--- src/rtl/seg_agu_pkg.sv ---
package seg_agu_pkg;

  typedef enum logic [2:0] {
    AM_IMM      = 3'd0,
    AM_DIRECT   = 3'd1,
    AM_REGIND   = 3'd2,
    AM_BASEDISP = 3'd3,
    AM_BASEIDX  = 3'd4
  } amode_e;

  typedef enum logic [1:0] {
    AK_DATA  = 2'd0,
    AK_STACK = 2'd1,
    AK_FETCH = 2'd2,
    AK_RSVD  = 2'd3
  } akind_e;

  // segment slot positions on the packed segment bus
  localparam int SLOT_EXTRA = 0;
  localparam int SLOT_CODE  = 1;
  localparam int SLOT_STACK = 2;
  localparam int SLOT_DATA  = 3;

endpackage

--- src/rtl/seg_agu_offset.sv ---
// Effective offset former for data accesses: base, scaled index, summed displacements.
module seg_agu_offset
  import seg_agu_pkg::*;
#(
  parameter int OFS_W = 16,
  parameter int SCL_W = 2
) (
  input  logic [2:0]       mode_i,
  input  logic [OFS_W-1:0] base_i,
  input  logic [OFS_W-1:0] index_i,
  input  logic [SCL_W-1:0] scale_i,
  input  logic [OFS_W-1:0] disp_lead_i,
  input  logic [OFS_W-1:0] disp_inner_i,
  output logic [OFS_W-1:0] ofs_o,
  output logic             is_mem_o,
  output logic             is_imm_o
);

  logic [OFS_W-1:0] scaled_idx;
  logic [OFS_W-1:0] disp_sum;

  always_comb begin
    scaled_idx = index_i << scale_i;
    disp_sum   = disp_lead_i + disp_inner_i;
  end

  always_comb begin
    ofs_o    = '0;
    is_mem_o = 1'b0;
    is_imm_o = 1'b0;
    case (amode_e'(mode_i))
      AM_IMM: begin
        is_imm_o = 1'b1;
      end
      AM_DIRECT: begin
        ofs_o    = disp_sum;
        is_mem_o = 1'b1;
      end
      AM_REGIND: begin
        ofs_o    = base_i;
        is_mem_o = 1'b1;
      end
      AM_BASEDISP: begin
        ofs_o    = base_i + disp_sum;
        is_mem_o = 1'b1;
      end
      AM_BASEIDX: begin
        ofs_o    = base_i + scaled_idx + disp_sum;
        is_mem_o = 1'b1;
      end
      default: begin
        ofs_o    = '0;
        is_mem_o = 1'b0;
      end
    endcase
  end

endmodule

--- src/rtl/seg_agu_segsel.sv ---
// Chooses the segment/offset pair for an access from its kind and any override.
module seg_agu_segsel
  import seg_agu_pkg::*;
#(
  parameter int OFS_W = 16,
  parameter int NSEG  = 4,
  localparam int SEL_W = $clog2(NSEG)
) (
  input  logic [1:0]            kind_i,
  input  logic                  ovr_en_i,
  input  logic [SEL_W-1:0]      ovr_sel_i,
  input  logic [NSEG*OFS_W-1:0] seg_regs_i,
  input  logic [OFS_W-1:0]      data_ofs_i,
  input  logic [OFS_W-1:0]      ip_i,
  input  logic [OFS_W-1:0]      sp_i,
  output logic [OFS_W-1:0]      seg_o,
  output logic [OFS_W-1:0]      ofs_o,
  output logic                  kind_ok_o
);

  logic [OFS_W-1:0] seg_arr [NSEG];

  for (genvar g = 0; g < NSEG; g++) begin : g_unpack
    assign seg_arr[g] = seg_regs_i[g*OFS_W +: OFS_W];
  end

  always_comb begin
    seg_o     = '0;
    ofs_o     = '0;
    kind_ok_o = 1'b1;
    case (akind_e'(kind_i))
      AK_DATA: begin
        seg_o = ovr_en_i ? seg_arr[ovr_sel_i] : seg_arr[SEL_W'(SLOT_DATA)];
        ofs_o = data_ofs_i;
      end
      AK_STACK: begin
        seg_o = seg_arr[SEL_W'(SLOT_STACK)];
        ofs_o = sp_i;
      end
      AK_FETCH: begin
        seg_o = seg_arr[SEL_W'(SLOT_CODE)];
        ofs_o = ip_i;
      end
      default: begin
        kind_ok_o = 1'b0;
      end
    endcase
  end

endmodule

--- src/rtl/seg_agu_phys.sv ---
// Physical address: segment moved up by SEG_SHIFT plus zero-extended offset.
module seg_agu_phys #(
  parameter int OFS_W     = 16,
  parameter int SEG_SHIFT = 4,
  localparam int PHYS_W   = OFS_W + SEG_SHIFT
) (
  input  logic [OFS_W-1:0]  seg_i,
  input  logic [OFS_W-1:0]  ofs_i,
  output logic [PHYS_W-1:0] paddr_o
);

  always_comb begin
    paddr_o = {seg_i, {SEG_SHIFT{1'b0}}} + PHYS_W'(ofs_i);
  end

endmodule

--- src/rtl/seg_agu.sv ---
module seg_agu
  import seg_agu_pkg::*;
#(
  parameter int OFS_W     = 16,
  parameter int SEG_SHIFT = 4,
  parameter int NSEG      = 4,
  parameter int SCL_W     = 2,
  localparam int PHYS_W   = OFS_W + SEG_SHIFT,
  localparam int SEL_W    = $clog2(NSEG)
) (
  input  logic                  clk,
  input  logic                  rst_n,
  input  logic                  req_i,
  input  logic [1:0]            kind_i,
  input  logic [2:0]            mode_i,
  input  logic [OFS_W-1:0]      base_i,
  input  logic [OFS_W-1:0]      index_i,
  input  logic [SCL_W-1:0]      scale_i,
  input  logic [OFS_W-1:0]      disp_lead_i,
  input  logic [OFS_W-1:0]      disp_inner_i,
  input  logic [OFS_W-1:0]      ip_i,
  input  logic [OFS_W-1:0]      sp_i,
  input  logic                  ovr_en_i,
  input  logic [SEL_W-1:0]      ovr_sel_i,
  input  logic [NSEG*OFS_W-1:0] seg_regs_i,
  output logic [PHYS_W-1:0]     paddr_o,
  output logic                  mem_valid_o,
  output logic [OFS_W-1:0]      imm_o,
  output logic                  imm_valid_o
);

  logic [OFS_W-1:0]  data_ofs;
  logic              is_mem;
  logic              is_imm;
  logic [OFS_W-1:0]  sel_seg;
  logic [OFS_W-1:0]  sel_ofs;
  logic              kind_ok;
  logic [PHYS_W-1:0] phys;

  seg_agu_offset #(.OFS_W(OFS_W), .SCL_W(SCL_W)) u_offset (
    .mode_i       (mode_i),
    .base_i       (base_i),
    .index_i      (index_i),
    .scale_i      (scale_i),
    .disp_lead_i  (disp_lead_i),
    .disp_inner_i (disp_inner_i),
    .ofs_o        (data_ofs),
    .is_mem_o     (is_mem),
    .is_imm_o     (is_imm)
  );

  seg_agu_segsel #(.OFS_W(OFS_W), .NSEG(NSEG)) u_segsel (
    .kind_i     (kind_i),
    .ovr_en_i   (ovr_en_i),
    .ovr_sel_i  (ovr_sel_i),
    .seg_regs_i (seg_regs_i),
    .data_ofs_i (data_ofs),
    .ip_i       (ip_i),
    .sp_i       (sp_i),
    .seg_o      (sel_seg),
    .ofs_o      (sel_ofs),
    .kind_ok_o  (kind_ok)
  );

  seg_agu_phys #(.OFS_W(OFS_W), .SEG_SHIFT(SEG_SHIFT)) u_phys (
    .seg_i   (sel_seg),
    .ofs_i   (sel_ofs),
    .paddr_o (phys)
  );

  // next state
  logic              is_data;
  logic              mem_v_d;
  logic              imm_v_d;
  logic [PHYS_W-1:0] paddr_d;
  logic [OFS_W-1:0]  imm_d;
  logic              paddr_q_en;
  logic              imm_q_en;

  always_comb begin
    is_data    = (akind_e'(kind_i) == AK_DATA);
    mem_v_d    = req_i && kind_ok && (!is_data || is_mem);
    imm_v_d    = req_i && is_data && is_imm;
    paddr_q_en = mem_v_d;
    imm_q_en   = imm_v_d;
    paddr_d    = paddr_q_en ? phys : paddr_o;
    imm_d      = imm_q_en ? disp_lead_i : imm_o;
  end

  // registers
  always_ff @(posedge clk or negedge rst_n) begin
    if (!rst_n) begin
      paddr_o     <= '0;
      imm_o       <= '0;
      mem_valid_o <= 1'b0;
      imm_valid_o <= 1'b0;
    end else begin
      paddr_o     <= paddr_d;
      imm_o       <= imm_d;
      mem_valid_o <= mem_v_d;
      imm_valid_o <= imm_v_d;
    end
  end

  // checks
  logic [OFS_W-1:0] seg_code_w;
  assign seg_code_w = seg_regs_i[SLOT_CODE*OFS_W +: OFS_W];

  AST_ONE_VALID: assert property (@(posedge clk) disable iff (!rst_n)
    !(mem_valid_o && imm_valid_o));

  AST_VALID_NEEDS_REQ: assert property (@(posedge clk) disable iff (!rst_n)
    (mem_valid_o || imm_valid_o) |-> $past(req_i));

  AST_HOLD_WHEN_IDLE: assert property (@(posedge clk) disable iff (!rst_n)
    !mem_valid_o |-> $stable(paddr_o));

  AST_FETCH_ADDR: assert property (@(posedge clk) disable iff (!rst_n)
    (mem_valid_o && $past(kind_i) == 2'b10) |->
      paddr_o == ({$past(seg_code_w), {SEG_SHIFT{1'b0}}} + PHYS_W'($past(ip_i))));

  AST_IMM_OPERAND: assert property (@(posedge clk) disable iff (!rst_n)
    imm_valid_o |-> imm_o == $past(disp_lead_i));

endmodule

--- config.mk ---
export PLATFORM = sky130hd
export DESIGN_NAME = seg_agu
export DESIGN_NICKNAME = d
export VERILOG_FILES = /design/src/rtl/seg_agu_pkg.sv /design/src/rtl/seg_agu_offset.sv /design/src/rtl/seg_agu_segsel.sv /design/src/rtl/seg_agu_phys.sv /design/src/rtl/seg_agu.sv
export SDC_FILE = /design/constraint.sdc
export NUM_CORES = 1
export LEC_CHECK = 0
export ABC_AREA = 1
export ABC_CLOCK_PERIOD_IN_PS = 1500
export BUFFER_PORTS_ARGS = -buffer_cell sky130_fd_sc_hd__buf_2
export CAP_MARGIN = 20
export CORE_MARGIN = 1
export CORE_UTILIZATION = 35
export CTS_BUF_LIST = sky130_fd_sc_hd__clkbuf_4 sky130_fd_sc_hd__clkbuf_8
export DETAILED_ROUTE_END_ITERATION = 8
export PLACE_DENSITY = 0.65
export SYNTH_ARGS = -nofsm -noshare
export SYNTH_HDL_FRONTEND = slang
export SYNTH_SLANG_ARGS = --single-unit
--- constraint.sdc ---
create_clock -name clk -period 1.5 [get_ports clk]
set_input_delay 0.075 -clock clk [delete_from_list [all_inputs] [get_ports clk]]
set_output_delay 0.075 -clock clk [all_outputs]
set_load 0.02 [all_outputs]
==> impl_metrics.json, run 1 <==
{
  "status": "complete, but fails checks",
  "violations": "negative setup slack",
  "cts.clk_slew.worst_paths_ns": 0.08,
  "path_buf_inv": 4,
  "fin_crit_sh_pct": 286.7,
  "power_density_nw_per_um2": 863.0,
  "fmax_ghz": 0.2325,
  "cp_num_cells": 34,
  "hp-class": "input port to flip-flop",
  "yosys.cell_count.top_type": "nand2_1",
  "ys_seq_elements": 38,
  "placed_cells": 1702,
  "dieArea_um2": 19000,
  "yosysUniqueCellTypes": 51,
  "overflow": 0,
  "cp.required_ns": 1.69,
  "portBuffers": 209,
  "cts_tree": "yes",
  "finalHoldViolCount": 0,
  "clk_path_buf_depth": 2,
  "grt_max_degree": 39,
  "fin_skew_ns": 0,
  "synth_area_um2": 6459,
  "drtAntennaViolNets": 0,
  "worstMarginPinSlew_ns": 0.5256,
  "critical-path-max-stage-delay_ns": 0.50,
  "vias": 8397,
  "placed_area_um2": 9854,
  "maxSlewHeadroom_pct": 64.92,
  "maxCapViolCount": 0,
  "met2_usage_pct": 44.28,
  "multi_input_area_um2": 5754,
  "timing.final.ws_setup_ns": -2.801,
  "reg2reg_depth": 2,
  "synthCells": 1057,
  "core_area_um2": 18020,
  "ys_seq_area_share_pct": 14.72,
  "synth-warning-count": 0,
  "grt_util_all_layers_pct": 24.48,
  "use_met1_pct": 31.62,
  "grt_pass1_wl_um": 36520,
  "holdWs_ns": 0.01430,
  "r2r_slack_ns": 0.79,
  "avgSynthCellArea_um2": 6.110,
  "rows": 49,
  "peakVddDrop_v": 0.0005393,
  "met3_usage_pct": 1.545,
  "cp_max_fo": 4,
  "critical_path.endpoint_type": "flip-flop",
  "cts-root-buf": "clkbuf_8",
  "nNetsFinal": 1751,
  "busiest_layer": "met2",
  "gp_congestion": 0.8925,
  "fillers": 1677,
  "cts_buffers": 5,
  "post-route-min-period_ns": 4.301,
  "io_pins": 211,
  "synth_edf_count": 0,
  "insertion_delay_ns": 0.29,
  "drv_slew": 0,
  "via_per_inst": 4.845,
  "hpwl_um": 19840,
  "firstDrtPassIters": 4,
  "cp_slowest_cell": "fa_1",
  "die_width_um": 137.8,
  "synthTopCellsByArea": "nand2_1 (16%), dfrtp_1 (15%), ha_1 (11%)",
  "path_delay_family": "adder cells",
  "crit_end": "paddr_o[19]",
  "syn_to_final_growth_pct": 67.76,
  "wl_per_cell_um": 13.76,
  "first_global_vias": 7786,
  "yosys.area.top_type": "nand2_1",
  "clock_sinks": 38,
  "seq_area_um2": 950.9,
  "crit_path_start_kind": "input port",
  "design_area_um2": 10840,
  "initial_core_util_pct": 35.83,
  "yosysTopAreaCellShare_pct": 16.45,
  "htreeDepth": 2,
  "r2r_end": "paddr_o[2]",
  "crit_start": "disp_lead_i[0]",
  "async_reset_ff_share_pct": 100.0,
  "drt_iter0_drc": 398,
  "rsz0062_at_grt": "true",
  "drive_above_1_share_pct": 45.51,
  "setup_viol_count_final": 19,
  "synth_fp_nets": 1305,
  "route.detailed.drc": 0,
  "r2r-start": "paddr_o[2]",
  "criticalPathCategory": "input port to flip-flop",
  "fin_cells": 1733,
  "ys.flop_type": "dfrtp_1",
  "arrival_ns": 4.49,
  "die_y_um": 137.8,
  "leakagePower_nw": 5.817,
  "antenna_found_initial": 1,
  "routed_wl_um": 23840,
  "yosys-top-cells-count": "nand2_1 (283), inv_1 (152), o21ai_0 (112)"
}
-- cell families (layout without fill, tap and decap cells) --
logic type      Yosys count  after routing  synth area share [%]
buf+inv                 195            641                 11.86
other cells               0              1                     0
compound gates          244            244                 21.58
fa+ha+maj                75             75                 16.74
simple gates            486            486                 32.39
flops                    38             38                 14.72
xor+xnor                 18             18                 2.557
mux                       1              1                0.1550
-- sequential cells by signal (all words and copies together) (netlist names) --
signal	flops
mem_valid_o	1
imm_o	16
paddr_o	20
imm_valid_o	1
-- metal layers --
metal / part of all wire [%] / wire [um] / up-vias
met5: 0 / 0 / -
met4: 1.1 / 262 / 0
met3: 3.8 / 914 / 16
met2: 50 / 11870 / 184
met1: 45 / 10800 / 3847
li1: - / - / 4350
-- where the power goes --
group / switching (mW) / internal (mW)
Sequential: 0.112 / 1.22
Clock: 0.384 / 0.313
Combinational: 3.80 / 3.51
-- worst reg2reg max path: stages (launching register included) --
cell,delay (ns)
dfrtp_1,0.39
nor2_1,0.15
a41oi_2,0.04
-- placed cells by master (no fill, tap or decap), types with 6 or more instances in the layout --
cell type,Yosys,final
or2_2,13,8
fa_1,19,16
a21oi_4,1,7
nand2_1,283,250
ha_4,0,28
a21oi_1,59,43
nand2_4,3,10
buf_2,12,206
inv_2,8,25
inv_1,152,133
xor2_1,8,7
nand3_2,2,18
dlygate4sd3_1,0,6
buf_6,1,7
a21oi_2,6,16
dfrtp_1,38,38
ha_1,56,28
nand4_1,7,7
o21ai_1,14,28
nand2_2,6,32
buf_4,3,249
nor2_2,1,6
nor2_1,67,59
o21ai_2,3,12
o22ai_1,13,13
nand3_1,88,69
o21ai_0,112,85
-- per-stage QoR --
| step | total power [mW] | setup slack (ns) | util (%) | setup TNS [ns] |
|---|---|---|---|---|
| after floorplan | 4.904 | -2.763 | - | -37.93 |
| after global routing | 10.12 | -3.110 | 60.11 | -46.33 |
| after detailed placement | 7.469 | -3.292 | 54.67 | -52.59 |
| after CTS | 8.815 | -2.756 | 58.45 | -41.38 |
| final | 9.351 | -2.801 | 60.11 | -41.93 |
| after global placement | 7.358 | -3.186 | 54.67 | -50.83 |
-- how the worst min path moves through the flow --
stage	start	to	slack (ns)	depth (start not counted)
floorplan	rst_n	imm_o[0]	-0.22	0
global placement	rst_n	imm_valid_o	0.06	2
detailed placement	rst_n	imm_valid_o	0.06	2
CTS	disp_lead_i[13]	imm_o[13]	0.02	3
global route	disp_lead_i[2]	imm_o[2]	0.02	3
finish	disp_lead_i[13]	imm_o[13]	0.01	3
-- final cells by class --
cell class	instances	share of cell area, %
Multi-Input combinational cell	824	53.11
Timing Repair Buffer	474	29.11
Sequential cell	38	8.776
Inverter	160	5.612
Tap cell	229	2.644
Clock buffer	5	0.6351
Clock inverter	2	0.09238
Antenna cell	1	0.02309
-- repair_timing --
action                     in CTS  in global routing
hold endpoints to repair       43                  0
resized for setup              93                 64
hold buffers                    6                  0
setup endpoints to repair      20                 20
pin swaps                      61                 37
gates cloned                    0                  0
buffers inserted               16                  7
(Power assumes the default switching activity.)
==> inputs of run 2 (changes only) <==
- GPL_ROUTABILITY_DRIVEN: not set -> 0
- MAX_ROUTING_LAYER: not set -> met4
==> run 2 against run 1 <==
Compared with the run above: the run ends with negative hold slack, negative setup slack left; sequential share of layout area up 0.054 points; via count up 1.9%; wire length up 0.16%; sequential cell count unchanged; power up 3.3%; critical path depth unchanged; critical endpoint unchanged; highest routed layer unchanged.
==> impl_metrics.json, run 2 (synthesis gave the netlist of run 1 again) <==
{
  "status": "complete, but fails checks",
  "violations": "negative hold slack, negative setup slack",
  "dieArea_um2": 19000,
  "peakVddDrop_v": 0.0005635,
  "die_width_um": 137.8,
  "cts-root-buf": "clkbuf_8",
  "antenna_found_initial": 1,
  "critical_path.endpoint_type": "flip-flop",
  "firstDrtPassIters": 4,
  "cp_slowest_cell": "fa_1",
  "insertion_delay_ns": 0.29,
  "swShare_pct": 44.35,
  "setup_viol_count_final": 19,
  "hpwl_um": 19720,
  "p_clk_share_pct": 11.3,
  "p_int_mw": 5.376,
  "final_common_cell": "nand2_1",
  "maxCapViolCount": 0,
  "drive_above_1_share_pct": 45.05,
  "nNetsFinal": 1741,
  "cts.clk_slew.worst_paths_ns": 0.08,
  "die_y_um": 137.8,
  "via_per_inst": 4.965,
  "rows": 49,
  "power_density_nw_per_um2": 897.1,
  "routed_wl_um": 23880,
  "cts_buffers": 5,
  "switchingPower_mw": 4.285,
  "core_area_um2": 18020,
  "path_delay_family": "simple AND/OR/NAND/NOR gates",
  "grt_pass1_wl_um": 36250,
  "finalHoldViolCount": 1,
  "clock_sinks": 38,
  "critical-path-max-stage-delay_ns": 0.48,
  "drv_slew": 0,
  "crit_path_start_kind": "input port",
  "holdWs_ns": -0.0004003,
  "placed_cells": 1701,
  "wl_per_cell_um": 13.85,
  "cts_tree": "yes",
  "leakagePower_nw": 5.802,
  "maxSlewHeadroom_pct": 65.34,
  "post-route-min-period_ns": 4.422,
  "rsz0062_at_grt": "true",
  "initial_core_util_pct": 35.83,
  "cp.required_ns": 1.68,
  "io_pins": 211,
  "worstMarginPinSlew_ns": 0.5144,
  "drtAntennaViolNets": 0,
  "drt_iter0_drc": 476,
  "criticalPathCategory": "input port to flip-flop",
  "grt_util_all_layers_pct": 24.89,
  "largest_reg_flops": 20,
  "fin_crit_sh_pct": 294.8,
  "fin_skew_ns": 0,
  "grt_max_degree": 39,
  "layout_common_cells": "nand2_1 (248), buf_4 (242), buf_2 (206), inv_1 (137), o21ai_0 (83)",
  "top_regs": "paddr_o x20, imm_o x16",
  "route.detailed.drc": 0,
  "power_mw": 9.661,
  "p_seq_share_pct": 13.8,
  "vias": 8559,
  "clk_path_buf_depth": 2,
  "fmax_ghz": 0.2262,
  "arrival_ns": 4.60,
  "fin_cells": 1724,
  "pwr-share-comb_pct": 74.9,
  "crit_top_cell": "inv_1",
  "fillers": 1649,
  "portBuffers": 209,
  "design_area_um2": 10770,
  "placed_area_um2": 9847,
  "syn_to_final_growth_pct": 66.74,
  "path_buf_inv": 6,
  "largest_register": "paddr_o",
  "hp-class": "input port to flip-flop",
  "dp_worst_setup_slack_ns": -3.308,
  "first_global_vias": 7811,
  "cp_max_fo": 4,
  "overflow": 0,
  "timing.final.ws_setup_ns": -2.922,
  "htreeDepth": 2
}
-- run 2: cell count changes in the layout (fill, tap and decap cells not counted), sizes merged --
cell / before / now
clkinv: 3 / 1
bufinv: 0 / 2
buf: 468 / 462
dlygate4sd3: 6 / 1
clkbuf: 5 / 7
-- run 2: final timing paths --
path	from	slack (ns)	cells past startpoint	endpoint
setup / recovery	disp_lead_i[6]	-2.92	34	paddr_o[19]
hold / removal	disp_lead_i[13]	-0.0004	3	imm_o[13]
setup reg to reg	paddr_o[1]	0.77	2	paddr_o[1]
hold reg to reg	imm_o[7]	0.47	2	imm_o[7]
max in group asynchronous	rst_n	1.03	3	paddr_o[7]
min in group asynchronous	rst_n	0.27	3	imm_o[15]
-- run 2: worst reg2reg max path, delay by kind of cell, from the launching register on --
family           cells  cell delay (ns)
flip-flops           1             0.39
AND/OR/NAND/NOR      1             0.16
AO/OA/AOI/OAI        1             0.05
-- run 2: power groups by stage --
stage                     Sequential, mW  Clock (mW)  Combinational (mW)
final                               1.33        1.09                7.24
after CTS                           1.33        1.11                6.76
after floorplan                     1.60           0                3.30
after detailed placement            1.35           0                6.12
after global placement              1.35           0                5.99
after global routing                1.36        1.13                7.95
-- run 2: final cells by class --
class	instances	area [um^2]	share of cell area [%]
multi-input cells	824	5708	53.00
flip-flops and latches	38	950.9	8.830
inverters	160	608.1	5.647
clock buffers	6	82.58	0.7668
clock inverters	2	60.06	0.5577
well taps	229	286.5	2.661
repair buffers	464	3070	28.51
diodes	1	2.502	0.02324
-- run 2: through the flow --
stage | hold slack, ns | TNS, ns | utilization (%)
after floorplan | -0.2206 | -37.93 | -
after global placement | 0.06304 | -49.70 | 54.63
after detailed placement | 0.06148 | -50.79 | 54.63
after CTS | 0.001182 | -41.99 | 58.02
after global routing | 0.01013 | -48.36 | 59.75
final | -0.0004003 | -44.32 | 59.75
-- run 2: repair_timing --
item                                    4_1_cts  5_1_grt
hold buffers                                  1        0
setup buffers                                 8        7
gates resized for setup                      88       67
endpoints found under the setup margin       19       20
pin swaps                                    65       52
hold endpoints to repair                     38        0
-- run 2: per-layer routing --
layer	share of wire [%]	track usage, %	vias up
met2	49	43.47	241
met3	5.1	1.619	38
met4	2.2	5.676	0
met5	0	-	-
met1	43	31.23	3939
li1	-	-	4341
==> inputs of run 3 (changes only) <==
- RECOVER_POWER: not set -> 25
==> run 3 against run 2 <==
Compared with the run above: the run still ends with negative hold slack, negative setup slack left; hold slack stayed put; combinational power hardly changed; highest routed layer unchanged; power hardly changed; critical path type unchanged; largest cell class unchanged; core utilization is 0.083 points lower; sequential power hardly changed; clock-buffer cell count stayed put; worst setup slack stayed put; sequential cell count stayed put; design area is 0.14% lower; critical endpoint unchanged.
==> impl_metrics.json, run 3 (synthesis gave the netlist of run 1 again) <==
{
  "status": "complete, but fails checks",
  "violations": "negative hold slack, negative setup slack",
  "rows": 49,
  "cp_slowest_cell": "fa_1",
  "portBuffers": 209,
  "timing.final.ws_setup_ns": -2.922,
  "maxSlewHeadroom_pct": 36.33,
  "r2r-start": "paddr_o[1]",
  "final_common_cell": "nand2_1",
  "syn_to_final_growth_pct": 66.51,
  "grt_pass1_wl_um": 36250,
  "cts_tree": "yes",
  "drv_slew": 0,
  "path_delay_family": "simple AND/OR/NAND/NOR gates",
  "io_pins": 211,
  "top_regs": "paddr_o x20, imm_o x16",
  "grt_util_all_layers_pct": 24.89,
  "hpwl_um": 19720,
  "holdWs_ns": -0.0004003,
  "htreeDepth": 2,
  "first_global_vias": 7811,
  "clk_path_buf_depth": 2,
  "setup_viol_count_final": 19,
  "cts_buffers": 5,
  "criticalPathCategory": "input port to flip-flop",
  "drive_above_1_share_pct": 45.05,
  "overflow": 0,
  "worstMarginPinSlew_ns": 0.9551,
  "cts.clk_slew.worst_paths_ns": 0.08,
  "finalHoldViolCount": 1,
  "r2r_end": "paddr_o[1]",
  "path_buf_inv": 6,
  "min_path_cells": 3,
  "critical_path.endpoint_type": "flip-flop",
  "route.detailed.drc": 0,
  "crit_top_cell": "inv_1",
  "fin_setup_tns_ns": -44.32,
  "peakVddDrop_v": 0.0005634,
  "layout_common_cells": "nand2_1 (248), buf_4 (242), buf_2 (206), inv_1 (137), o21ai_0 (83)",
  "power_mw": 9.656,
  "r2r_slack_ns": 0.77,
  "fin_cells": 1724,
  "crit_path_start_kind": "input port",
  "clock_sinks": 38,
  "critical-path-max-stage-delay_ns": 0.48,
  "hp-class": "input port to flip-flop",
  "drtAntennaViolNets": 0,
  "die_width_um": 137.8,
  "routed_wl_um": 23880,
  "largest_reg_flops": 20,
  "min_to": "imm_o[13]",
  "fmax_ghz": 0.2262,
  "firstDrtPassIters": 4,
  "grt_max_degree": 39,
  "die_y_um": 137.8,
  "reg2reg_depth": 2,
  "via_per_inst": 4.965,
  "largest_register": "paddr_o",
  "core_area_um2": 18020,
  "nNetsFinal": 1741,
  "dieArea_um2": 19000,
  "vias": 8560,
  "holdCritStartpoint": "disp_lead_i[13]",
  "wl_per_cell_um": 13.85,
  "arrival_ns": 4.60,
  "fin_skew_ns": 0,
  "insertion_delay_ns": 0.29,
  "cp.required_ns": 1.68,
  "cts-root-buf": "clkbuf_8",
  "drt_iter0_drc": 476,
  "rsz0062_at_grt": "true",
  "antenna_found_initial": 1,
  "fin_crit_sh_pct": 294.8,
  "power_density_nw_per_um2": 897.9,
  "post-route-min-period_ns": 4.422,
  "cp_max_fo": 4,
  "placed_cells": 1701,
  "initial_core_util_pct": 35.83,
  "leakagePower_nw": 5.796,
  "maxCapViolCount": 0
}
run 3: cell count changes in the layout (fill, tap and decap cells not counted), sizes merged:
| cell | previous run | this run |
|---|---|---|
| clkbuf | 7 | 8 |
| buf | 462 | 461 |
run 3: tightest hold or removal path, delay by kind of cell:
kind	cells	cell delay, ns
buffers and inverters	1	0.09
and+or+nand+nor	2	0.10
run 3: through the flow:
step | utilization, % | setup slack [ns] | area [um^2]
final | 59.66 | -2.922 | 10750
after global routing | 59.66 | -3.206 | 10750
after CTS | 58.02 | -2.821 | 10460
after detailed placement | 54.63 | -3.308 | 9847
after global placement | 54.63 | -3.208 | 9847
after floorplan | - | -2.763 | 6830
run 3: worst max-delay path by stage:
stage	startpoint	end	slack (ns)	depth (start not counted)
2_1_floorplan	disp_lead_i[0]	paddr_o[19]	-2.76	34
3_3_place_gp	disp_lead_i[0]	paddr_o[16]	-3.21	31
3_5_place_dp	disp_lead_i[0]	paddr_o[16]	-3.31	32
4_1_cts	disp_lead_i[0]	paddr_o[18]	-2.82	33
5_1_grt	disp_lead_i[6]	paddr_o[19]	-3.21	33
6_report	disp_lead_i[6]	paddr_o[19]	-2.92	34
run 3: metal layers:
metal	GRT usage, %	wire, um
met4	5.676	535
met5	-	0
met2	43.47	11810
met1	31.23	10310
met3	1.619	1225
run 3: power breakdown:
group	internal, mW	leakage, nW	total (mW)	switching [mW]
clock	0.710	0.0714	1.09	0.383
combinational	3.44	5.24	7.23	3.79
sequential	1.22	0.481	1.33	0.108
total	5.37	5.80	9.66	4.28
run 3: timing repair:
action,4_1_cts,5_1_grt
pin swaps,65,52
endpoints found under the setup margin,19,20
resized for setup,88,67
buffers inserted,8,7
endpoints found under the hold margin,38,0
hold buffers,1,0
run 3: area by class of cell:
| class | instances | area, um^2 |
|---|---|---|
| inverter | 160 | 608.1 |
| tap | 229 | 286.5 |
| multi-input combinational | 824 | 5708 |
| antenna | 1 | 2.502 |
| timing repair buffer | 464 | 3055 |
| clock buffer | 6 | 82.58 |
| sequential | 38 | 950.9 |
| fill | 1650 | 7271 |
| clock inverter | 2 | 60.06 |
